--- src/rtl/tick_pkg.sv ---
package tick_pkg;
   typedef enum logic [1:0] {
      REG_CTRL    = 2'd0,
      REG_COUNT   = 2'd1,
      REG_STATUS  = 2'd2,
      REG_CURRENT = 2'd3
   } reg_sel_e;

   localparam int MASTER_BIT = 0;
   localparam int TICK_BIT   = 8;
   localparam int SEL_LSB    = 4;
   localparam int PEND_BIT   = 0;
endpackage

--- src/rtl/tick_prescale.sv ---
module tick_prescale #(
   parameter int SEL_W = 4
) (
   input  logic             clk,
   input  logic             rst_n,
   input  logic             base_en,
   input  logic [SEL_W-1:0] sel,
   output logic             cnt_en
);
   localparam int PRE_W = (1 << SEL_W) - 1;

   logic [PRE_W-1:0] pre_q;
   logic [PRE_W-1:0] mask;

   // low sel bits of the free counter all ones marks the last pulse of a group
   for (genvar i = 0; i < PRE_W; i++) begin : g_mask
      assign mask[i] = (sel > SEL_W'(i));
   end

   always_ff @(posedge clk) begin
      if (!rst_n)
         pre_q <= '0;
      else if (base_en)
         pre_q <= pre_q + 1'b1;
   end

   assign cnt_en = base_en && ((pre_q & mask) == mask);
endmodule

--- src/rtl/tick_regs.sv ---
module tick_regs
   import tick_pkg::*;
#(
   parameter int DATA_W  = 16,
   parameter int CNT_W   = 16,
   parameter int SEL_W   = 4,
   parameter int MIN_CNT = 2
) (
   input  logic              clk,
   input  logic              rst_n,
   input  logic              wr_en,
   input  logic [1:0]        addr,
   input  logic [DATA_W-1:0] wdata,
   input  logic              expire,
   output logic [DATA_W-1:0] ctrl_q,
   output logic [CNT_W-1:0]  reload_q,
   output logic              pending_q,
   output logic [SEL_W-1:0]  sel,
   output logic              start,
   output logic              stop
);
   localparam logic [DATA_W-1:0] MIN_V = DATA_W'(MIN_CNT);

   logic ctrl_wr, cnt_wr, stat_wr;
   logic new_m, old_m, new_t, old_t;

   assign ctrl_wr = wr_en && (addr == REG_CTRL);
   assign cnt_wr  = wr_en && (addr == REG_COUNT);
   assign stat_wr = wr_en && (addr == REG_STATUS);

   assign new_m = wdata[MASTER_BIT];
   assign old_m = ctrl_q[MASTER_BIT];
   assign new_t = wdata[TICK_BIT];
   assign old_t = ctrl_q[TICK_BIT];

   assign start = ctrl_wr && new_m && new_t && !old_t && (reload_q != '0);
   assign stop  = ctrl_wr && ((old_m && !new_m) || (new_m && old_t && !new_t));
   assign sel   = ctrl_q[SEL_LSB +: SEL_W];

   always_ff @(posedge clk) begin
      if (!rst_n) begin
         ctrl_q    <= '0;
         reload_q  <= '0;
         pending_q <= 1'b0;
      end else begin
         if (ctrl_wr)
            ctrl_q <= wdata;
         if (cnt_wr && (wdata > MIN_V))
            reload_q <= wdata[CNT_W-1:0];
         if (expire)
            pending_q <= 1'b1;
         else if (stat_wr && wdata[PEND_BIT])
            pending_q <= 1'b0;
      end
   end
endmodule

--- src/rtl/tick_down.sv ---
module tick_down #(
   parameter int CNT_W = 16
) (
   input  logic             clk,
   input  logic             rst_n,
   input  logic             start,
   input  logic             stop,
   input  logic             cnt_en,
   input  logic [CNT_W-1:0] reload,
   output logic             run,
   output logic [CNT_W-1:0] cur,
   output logic             expire
);
   localparam logic [CNT_W-1:0] ONE = CNT_W'(1);

   assign expire = run && cnt_en && !start && !stop && (cur <= ONE);

   always_ff @(posedge clk) begin
      if (!rst_n) begin
         run <= 1'b0;
         cur <= '0;
      end else if (start) begin
         run <= 1'b1;
         cur <= reload;
      end else if (stop) begin
         run <= 1'b0;
      end else if (run && cnt_en) begin
         if (cur <= ONE)
            cur <= reload;
         else
            cur <= cur - ONE;
      end
   end
endmodule

--- src/rtl/tick_timer.sv ---
module tick_timer
   import tick_pkg::*;
#(
   parameter int DATA_W  = 16,
   parameter int CNT_W   = 16,
   parameter int SEL_W   = 4,
   parameter int MIN_CNT = 2
) (
   input  logic              clk,
   input  logic              rst_n,
   input  logic              base_en,
   input  logic              wr_en,
   input  logic [1:0]        addr,
   input  logic [DATA_W-1:0] wdata,
   output logic [DATA_W-1:0] rdata,
   output logic              tick_irq
);
   if (DATA_W <= TICK_BIT) begin : g_bad_data
      $error("DATA_W must reach the tick enable bit");
   end
   if (SEL_LSB + SEL_W > TICK_BIT) begin : g_bad_sel
      $error("rate select overlaps the tick enable");
   end
   if (CNT_W > DATA_W || CNT_W < 2) begin : g_bad_cnt
      $error("CNT_W must lie in 2..DATA_W");
   end

   logic [DATA_W-1:0] ctrl_q;
   logic [CNT_W-1:0]  reload_q;
   logic [CNT_W-1:0]  cur_cnt;
   logic [SEL_W-1:0]  sel;
   logic pending_q, ld_start, ld_stop, cnt_en, run, expire;

   tick_regs #(.DATA_W(DATA_W), .CNT_W(CNT_W), .SEL_W(SEL_W), .MIN_CNT(MIN_CNT)) u_regs (
      .clk(clk), .rst_n(rst_n), .wr_en(wr_en), .addr(addr), .wdata(wdata),
      .expire(expire), .ctrl_q(ctrl_q), .reload_q(reload_q), .pending_q(pending_q),
      .sel(sel), .start(ld_start), .stop(ld_stop)
   );

   tick_prescale #(.SEL_W(SEL_W)) u_pre (
      .clk(clk), .rst_n(rst_n), .base_en(base_en), .sel(sel), .cnt_en(cnt_en)
   );

   tick_down #(.CNT_W(CNT_W)) u_down (
      .clk(clk), .rst_n(rst_n), .start(ld_start), .stop(ld_stop), .cnt_en(cnt_en),
      .reload(reload_q), .run(run), .cur(cur_cnt), .expire(expire)
   );

   always_comb begin
      rdata = '0;
      case (addr)
         REG_CTRL:    rdata = ctrl_q;
         REG_COUNT:   rdata = DATA_W'(reload_q);
         REG_STATUS:  rdata[PEND_BIT] = pending_q;
         default:     rdata = DATA_W'(cur_cnt);
      endcase
   end

   assign tick_irq = pending_q;
endmodule

--- config.mk ---
export PLATFORM = sky130hd
export DESIGN_NAME = tick_timer
export DESIGN_NICKNAME = d
export VERILOG_FILES = /design/src/rtl/tick_pkg.sv /design/src/rtl/tick_prescale.sv /design/src/rtl/tick_regs.sv /design/src/rtl/tick_down.sv /design/src/rtl/tick_timer.sv
export SDC_FILE = /design/constraint.sdc
export NUM_CORES = 1
export LEC_CHECK = 0
export BUFFER_PORTS_ARGS = -buffer_cell sky130_fd_sc_hd__buf_2
export CAP_MARGIN = 20
export CELL_PAD_IN_SITES_DETAIL_PLACEMENT = 1
export CELL_PAD_IN_SITES_GLOBAL_PLACEMENT = 2
export CORE_UTILIZATION = 32
export CTS_BUF_LIST = sky130_fd_sc_hd__clkbuf_16
export CTS_CLUSTER_DIAMETER = 40
export DETAILED_ROUTE_END_ITERATION = 6
export PLACE_DENSITY = 0.88
export SYNTH_ARGS = -nofsm -noshare
export SYNTH_HDL_FRONTEND = slang
export SYNTH_SLANG_ARGS = --single-unit
--- constraint.sdc ---
create_clock -name clk -period 2.2 [get_ports clk]
set_clock_uncertainty 0.1 [all_clocks]
set_input_delay 0 -clock clk [delete_from_list [all_inputs] [get_ports clk]]
set_output_delay 0 -clock clk [all_outputs]
set_load 0.01 [all_outputs]
==> flow_metrics.env, run 1 <==
export IMPL_drc=0
export IMPL_die_w_um=109
export IMPL_dpl_instance_area_um2=4570
export IMPL_gp_congestion=0.913
export IMPL_synth_top_flop_cell="dfxtp_1"
export IMPL_holdPathEnd="u_regs.pending_q"
export IMPL_drt_iter0_markers=228
export IMPL_drtAntennaViolNets=0
export IMPL_yosysSeqAreaShare=0.352
export IMPL_syn_area_um2=3690
export IMPL_avgSynthCellArea_um2=8.23
export IMPL_vdd_ir_drop_worst_mv=0.370
export IMPL_min_period_ns=2.42
export IMPL_min_from="wr_en"
export IMPL_overflow=0
export IMPL_syn_nets=474
export IMPL_synthTopCellsByCount="dfxtp_1, nand2_1, nor2_1, a21oi_1, a22o_1"
export IMPL_finalSetupViolCount=17
export IMPL_cts_buffers=9
export IMPL_postLayoutSetupSlackWorst_ns=-0.216
export IMPL_critPathTopFamily="compound AO/OA/AOI/OAI gates"
export IMPL_reg2reg_slack_ns=-0.22
export IMPL_outcome="finished with violations"
export IMPL_worstHoldPathType="in -> reg"
export IMPL_fin_area_um2=5280
export IMPL_end_kind="flop"
export IMPL_tightest_slew_ns=0.512
export IMPL_drtPass1Iterations=4
export IMPL_portBuffers=38
export IMPL_yosysWarningCount=0
export IMPL_grt_pass1_vias=4153
export IMPL_cp_arrival_ns=2.55
export IMPL_synth_seq_cells=65
export IMPL_synthDistinctLibCells=61
export IMPL_synth_async_sr_flop_share=0
export IMPL_clock_path_buffers=2
export IMPL_start_util=0.335
export IMPL_nNetsFinal=598
export IMPL_die_y_um=109
export IMPL_dp_cells=672
export IMPL_r2r_end="u_down.cur[12]"
export IMPL_cp_cell_sequence="buf_6, a21o_1, a311o_1, or4_4, buf_12, o311a_1, o21a_1"
export IMPL_fin_util=0.479
export IMPL_worstSkewPairLatency_ns=0.34
export IMPL_hold_path_cell_count=5
export IMPL_finalHoldViolations=0
export IMPL_synthTopCellsByArea="dfxtp_1, a21oi_1, mux2i_1, nand2_1, a22o_1"
export IMPL_rsz0062_at_grt="true"
export IMPL_cts_sinks=65
export IMPL_crit_buf_inv=2
export IMPL_wl_per_cell_um=19.5
export IMPL_r2r_cells=7
export IMPL_grt_max_degree=39
export IMPL_cts_htree_levels=3
export IMPL_cp_start_kind="flop"
export IMPL_synth_top_cell_by_area="dfxtp_1"
export IMPL_post_dp_hpwl_mm=9.47
export IMPL_finalPower_mw=3.14
export IMPL_synth_edf_count=0
export IMPL_io_pins=39
export IMPL_critPathMaxStageDelay_ns=0.61
export IMPL_yosysMostFrequentCell="dfxtp_1"
export IMPL_dr_total_vias=4062
export IMPL_layoutNonFillerInstCount=718
export IMPL_root_buffer="clkbuf_16"
export IMPL_grt_first_pass_wirelength_mm=22.1
export IMPL_area_growth_pct=43.1
export IMPL_synth_top_area_frac=0.352
export IMPL_die_area_um2=12000
export IMPL_worstSetupPathType="reg -> reg"
export IMPL_drive_gt1_frac=0.336
export IMPL_max_freq_mhz=414
export IMPL_antenna_cells=0
export IMPL_grt_usage=0.246
export IMPL_cp_max_fo=7
export IMPL_cp_required_ns=2.33
export IMPL_syn_inst=449
export IMPL_slew_headroom=0.656
export IMPL_critPathSlowestCell="or4_4"
export IMPL_min_period_over_period=1.10
export IMPL_drv_cap=0
export IMPL_r2r_start="u_regs.ctrl_q[6]"
export IMPL_p_per_area_nw_per_um2=594
export IMPL_drv_slew=0
export IMPL_violations="negative setup slack"
export IMPL_p_leak_nw=2.26
export IMPL_rows=38
export IMPL_tritoncts="done"
export IMPL_drt_total_wl_mm=14.0
export IMPL_routed_via_density=5.66
export IMPL_core_area_um2=11000
export IMPL_clk_pin_slew_ns=0.06
export IMPL_antenna_found_initial=0
## where the power goes
part	switching (mW)	internal, mW	leakage (nW)	total [mW]
Sequential	0.0244	1.20	0.529	1.23
Clock	0.549	0.980	0.148	1.53
Combinational	0.207	0.179	1.58	0.386
Total	0.780	2.36	2.26	3.14
## cell type report
cell class | instances | area (um^2)
Sequential cell | 65 | 1310
Inverter | 8 | 30.0
Timing Repair Buffer | 148 | 1130
Fill cell | 1309 | 5750
Clock buffer | 9 | 225
Clock inverter | 7 | 86.3
Tap cell | 140 | 175
Multi-Input combinational cell | 341 | 2330
## per-layer routing
layer	part of all wire	GRT usage	vias to the layer above
li1	-	-	1904
met1	0.44	0.309	2009
met2	0.50	0.417	121
met3	0.039	0.0285	28
met4	0.025	0.122	0
met5	0	0	-
## worst min-delay path: stages
cell	delay [ns]
buf_2	0.13
nand2_1	0.07
o31ai_1	0.07
o31a_1	0.10
nor2_1	0.07
## logic make-up after synthesis
family / share of synthesized area
flops: 0.352
simple gates: 0.243
buf+inv: 0.0539
xor+xnor: 0.0285
fa+ha+maj: 0.0102
mux: 0.103
compound gates: 0.209
## metrics by stage
step,hold WS (ns),setup TNS (ns),setup WS [ns]
floorplan,0.0360,-0.534,-0.110
finish,0.0356,-2.25,-0.216
CTS,0.0245,-1.68,-0.177
detailed placement,0.180,-2.48,-0.225
global route,0.0723,-3.15,-0.243
global placement,0.167,-1.59,-0.160
## repair_timing
item	4_1_cts	5_1_grt
buffers inserted	8	3
gates resized for setup	30	9
endpoints found under the setup margin	17	17
hold buffers	18	0
cloned	1	0
hold endpoints to repair	38	0
pin swaps	19	6
## worst max-delay path by stage
stage                startpoint             end  slack [ns]  cells after the start
5_1_grt        u_regs.ctrl_q[6]  u_down.cur[12]       -0.24                      7
3_3_place_gp   u_regs.ctrl_q[5]  u_down.cur[12]       -0.16                      7
6_report       u_regs.ctrl_q[6]  u_down.cur[12]       -0.22                      7
3_5_place_dp   u_regs.ctrl_q[6]  u_down.cur[11]       -0.23                      8
2_1_floorplan     u_down.cur[8]   u_down.cur[0]       -0.11                      7
4_1_cts        u_regs.ctrl_q[5]  u_down.cur[12]       -0.18                      7
## registers in the layout (all words and copies together), names as in the netlist
register and cells:
u_down.run 1, u_regs.reload_q 16, u_down.cur 16, u_regs.pending_q 1, u_pre.pre_q 15, u_regs.ctrl_q 16
## cells in the final DEF (no fill, tap or decap), types with 3 or more instances in the layout
cell type,synthesis,final
buf_4,1,79
dfxtp_1,65,61
nand2_1,48,48
nor2_1,43,43
buf_2,9,39
a21oi_1,38,33
a22o_1,20,20
mux2i_1,19,19
dlygate4sd3_1,0,18
mux2_2,15,15
nand3_1,14,14
o21ai_0,13,12
nor4_1,13,11
nand4_1,10,10
nor3_1,15,10
inv_1,8,9
xor2_1,9,9
clkbuf_16,0,9
buf_6,3,9
a21oi_2,1,6
o22ai_1,7,6
o211ai_1,5,5
o21a_1,5,5
nor3_2,0,4
nor2b_1,3,3
and2_1,3,3
nand2b_1,4,3
or4_4,2,3
and4_1,3,3
or3_4,2,3
or3_1,4,3
xnor2_1,3,3
ha_1,3,3
buf_12,0,3
Power figures use the tool's default switching activity.
==> run 2, diff against run 1 <==
--- a/config.mk
+++ b/config.mk
@@ -14,6 +14,7 @@
 export CTS_CLUSTER_DIAMETER = 40
 export DETAILED_ROUTE_END_ITERATION = 6
 export PLACE_DENSITY = 0.88
+export SETUP_SLACK_MARGIN = 0.4
 export SYNTH_ARGS = -nofsm -noshare
 export SYNTH_HDL_FRONTEND = slang
 export SYNTH_SLANG_ARGS = --single-unit
==> flow_metrics.env, run 2 (synthesis results as in run 1) <==
export IMPL_outcome="finished with violations"
export IMPL_violations="negative setup slack"
export IMPL_antenna_found_initial=0
export IMPL_final_cell_mix="buf_4, dfxtp_1, nand2_1, nor2_1, buf_2"
export IMPL_die_y_um=109
export IMPL_rsz0062_at_grt="true"
export IMPL_p_leak_nw=2.21
export IMPL_dp_cells=672
export IMPL_cts_sinks=65
export IMPL_grt_pass1_vias=4339
export IMPL_cp_start_kind="flop"
export IMPL_die_w_um=109
export IMPL_cp_arrival_ns=2.60
export IMPL_vdd_ir_drop_worst_mv=0.486
export IMPL_rows=38
export IMPL_postLayoutSetupSlackWorst_ns=-0.235
export IMPL_dr_total_vias=4122
export IMPL_drc=0
export IMPL_p_per_area_nw_per_um2=583
export IMPL_cp_required_ns=2.36
export IMPL_drv_cap=0
export IMPL_tritoncts="done"
export IMPL_cts_buffers=9
export IMPL_root_buffer="clkbuf_16"
export IMPL_gp_congestion=0.865
export IMPL_fin_util=0.477
export IMPL_wl_per_cell_um=20.3
export IMPL_antenna_cells=0
export IMPL_finalSetupViolCount=17
export IMPL_drt_total_wl_mm=14.5
export IMPL_min_period_over_period=1.11
export IMPL_drt_iter0_markers=213
export IMPL_portBuffers=38
export IMPL_grt_max_degree=39
export IMPL_grt_usage=0.255
export IMPL_routed_via_density=5.78
export IMPL_clock_path_buffers=2
export IMPL_die_area_um2=12000
export IMPL_cp_max_fo=8
export IMPL_post_dp_hpwl_mm=9.85
export IMPL_min_period_ns=2.44
export IMPL_start_util=0.335
export IMPL_io_pins=39
export IMPL_grt_first_pass_wirelength_mm=23.0
export IMPL_reg_top3="u_down.cur: 16 flops, u_regs.ctrl_q: 16 flops, u_regs.reload_q: 16 flops"
export IMPL_drive_gt1_frac=0.337
export IMPL_max_freq_mhz=411
export IMPL_drv_slew=0
export IMPL_worstSkewPairLatency_ns=0.34
export IMPL_final_common_cell="buf_4"
export IMPL_area_growth_pct=42.3
export IMPL_finalHoldViolations=0
export IMPL_worstSetupPathType="reg -> reg"
export IMPL_worstHoldPathType="in -> reg"
export IMPL_layoutNonFillerInstCount=713
export IMPL_nNetsFinal=593
export IMPL_tightest_slew_ns=0.524
export IMPL_clk_pin_slew_ns=0.06
export IMPL_drtPass1Iterations=5
export IMPL_drtAntennaViolNets=0
export IMPL_end_kind="flop"
export IMPL_slew_headroom=0.647
export IMPL_overflow=0
export IMPL_core_area_um2=11000
export IMPL_cts_htree_levels=3
run 2: changes by cell type in the layout (fill, tap and decap cells not counted), sizes merged:
cell         change
buf              -7
bufinv           -1
clkinvlp         +1
dlygate4sd3      +1
or4              +1
run 2: metrics by stage:
step / power (mW) / hold WS (ns) / setup TNS (ns) / setup slack (ns) / instance area [um^2]
after floorplan: 1.44 / 0.0360 / -0.559 / -0.110 / 3750
after global placement: 1.56 / 0.170 / -1.83 / -0.180 / 4550
after global routing: 3.15 / 0.0249 / -3.57 / -0.270 / 5260
after detailed placement: 1.58 / 0.181 / -3.68 / -0.292 / 4550
after CTS: 3.05 / 0.00564 / -2.80 / -0.213 / 5130
final: 3.06 / 0.000428 / -2.77 / -0.235 / 5260
run 2: path summary, 6_finish.rpt:
path                           end  slack, ns  cells after the start        startpoint
hold reg to reg   u_regs.ctrl_q[2]       0.37                      2  u_regs.ctrl_q[2]
hold / removal      u_pre.pre_q[3]     0.0004                      4           base_en
setup / recovery     u_down.cur[6]      -0.24                      8  u_regs.ctrl_q[5]
setup reg to reg     u_down.cur[6]      -0.24                      8  u_regs.ctrl_q[5]
run 2: per-layer routing:
metal | GRT usage | vias up | wire [um]
met1 | 0.320 | 2068 | 6230
met4 | 0.115 | 0 | 346
met2 | 0.437 | 136 | 7220
li1 | - | 1894 | -
met3 | 0.0296 | 24 | 707
met5 | 0 | - | 0
run 2: what timing repair did:
item	CTS	global route
resized for setup	17	21
hold buffers	19	0
buffers inserted	3	2
gates cloned	1	0
setup endpoints to repair	17	30
pin swaps	17	19
endpoints found under the hold margin	41	0
run 2: power by group:
part           total [mW]  switching (mW)  internal [mW]
clock network        1.45           0.574          0.875
registers            1.23          0.0242           1.20
logic               0.389           0.215          0.175
total                3.06           0.813           2.25
run 2: area by class of cell:
class	count	area [um^2]
tap	140	175
multi-input combinational	342	2370
sequential	65	1310
clock inverter	7	70.1
clock buffer	9	225
inverter	8	30.0
fill	1317	5770
timing repair buffer	142	1070
run 2: worst max-delay path: stages, from the launching register on:
cell,delay (ns)
dfxtp_4,0.37
buf_6,0.13
a21oi_4,0.13
o21ai_2,0.08
a211o_1,0.35
or4_4,0.66
buf_6,0.18
a22o_1,0.22
a21oi_1,0.15
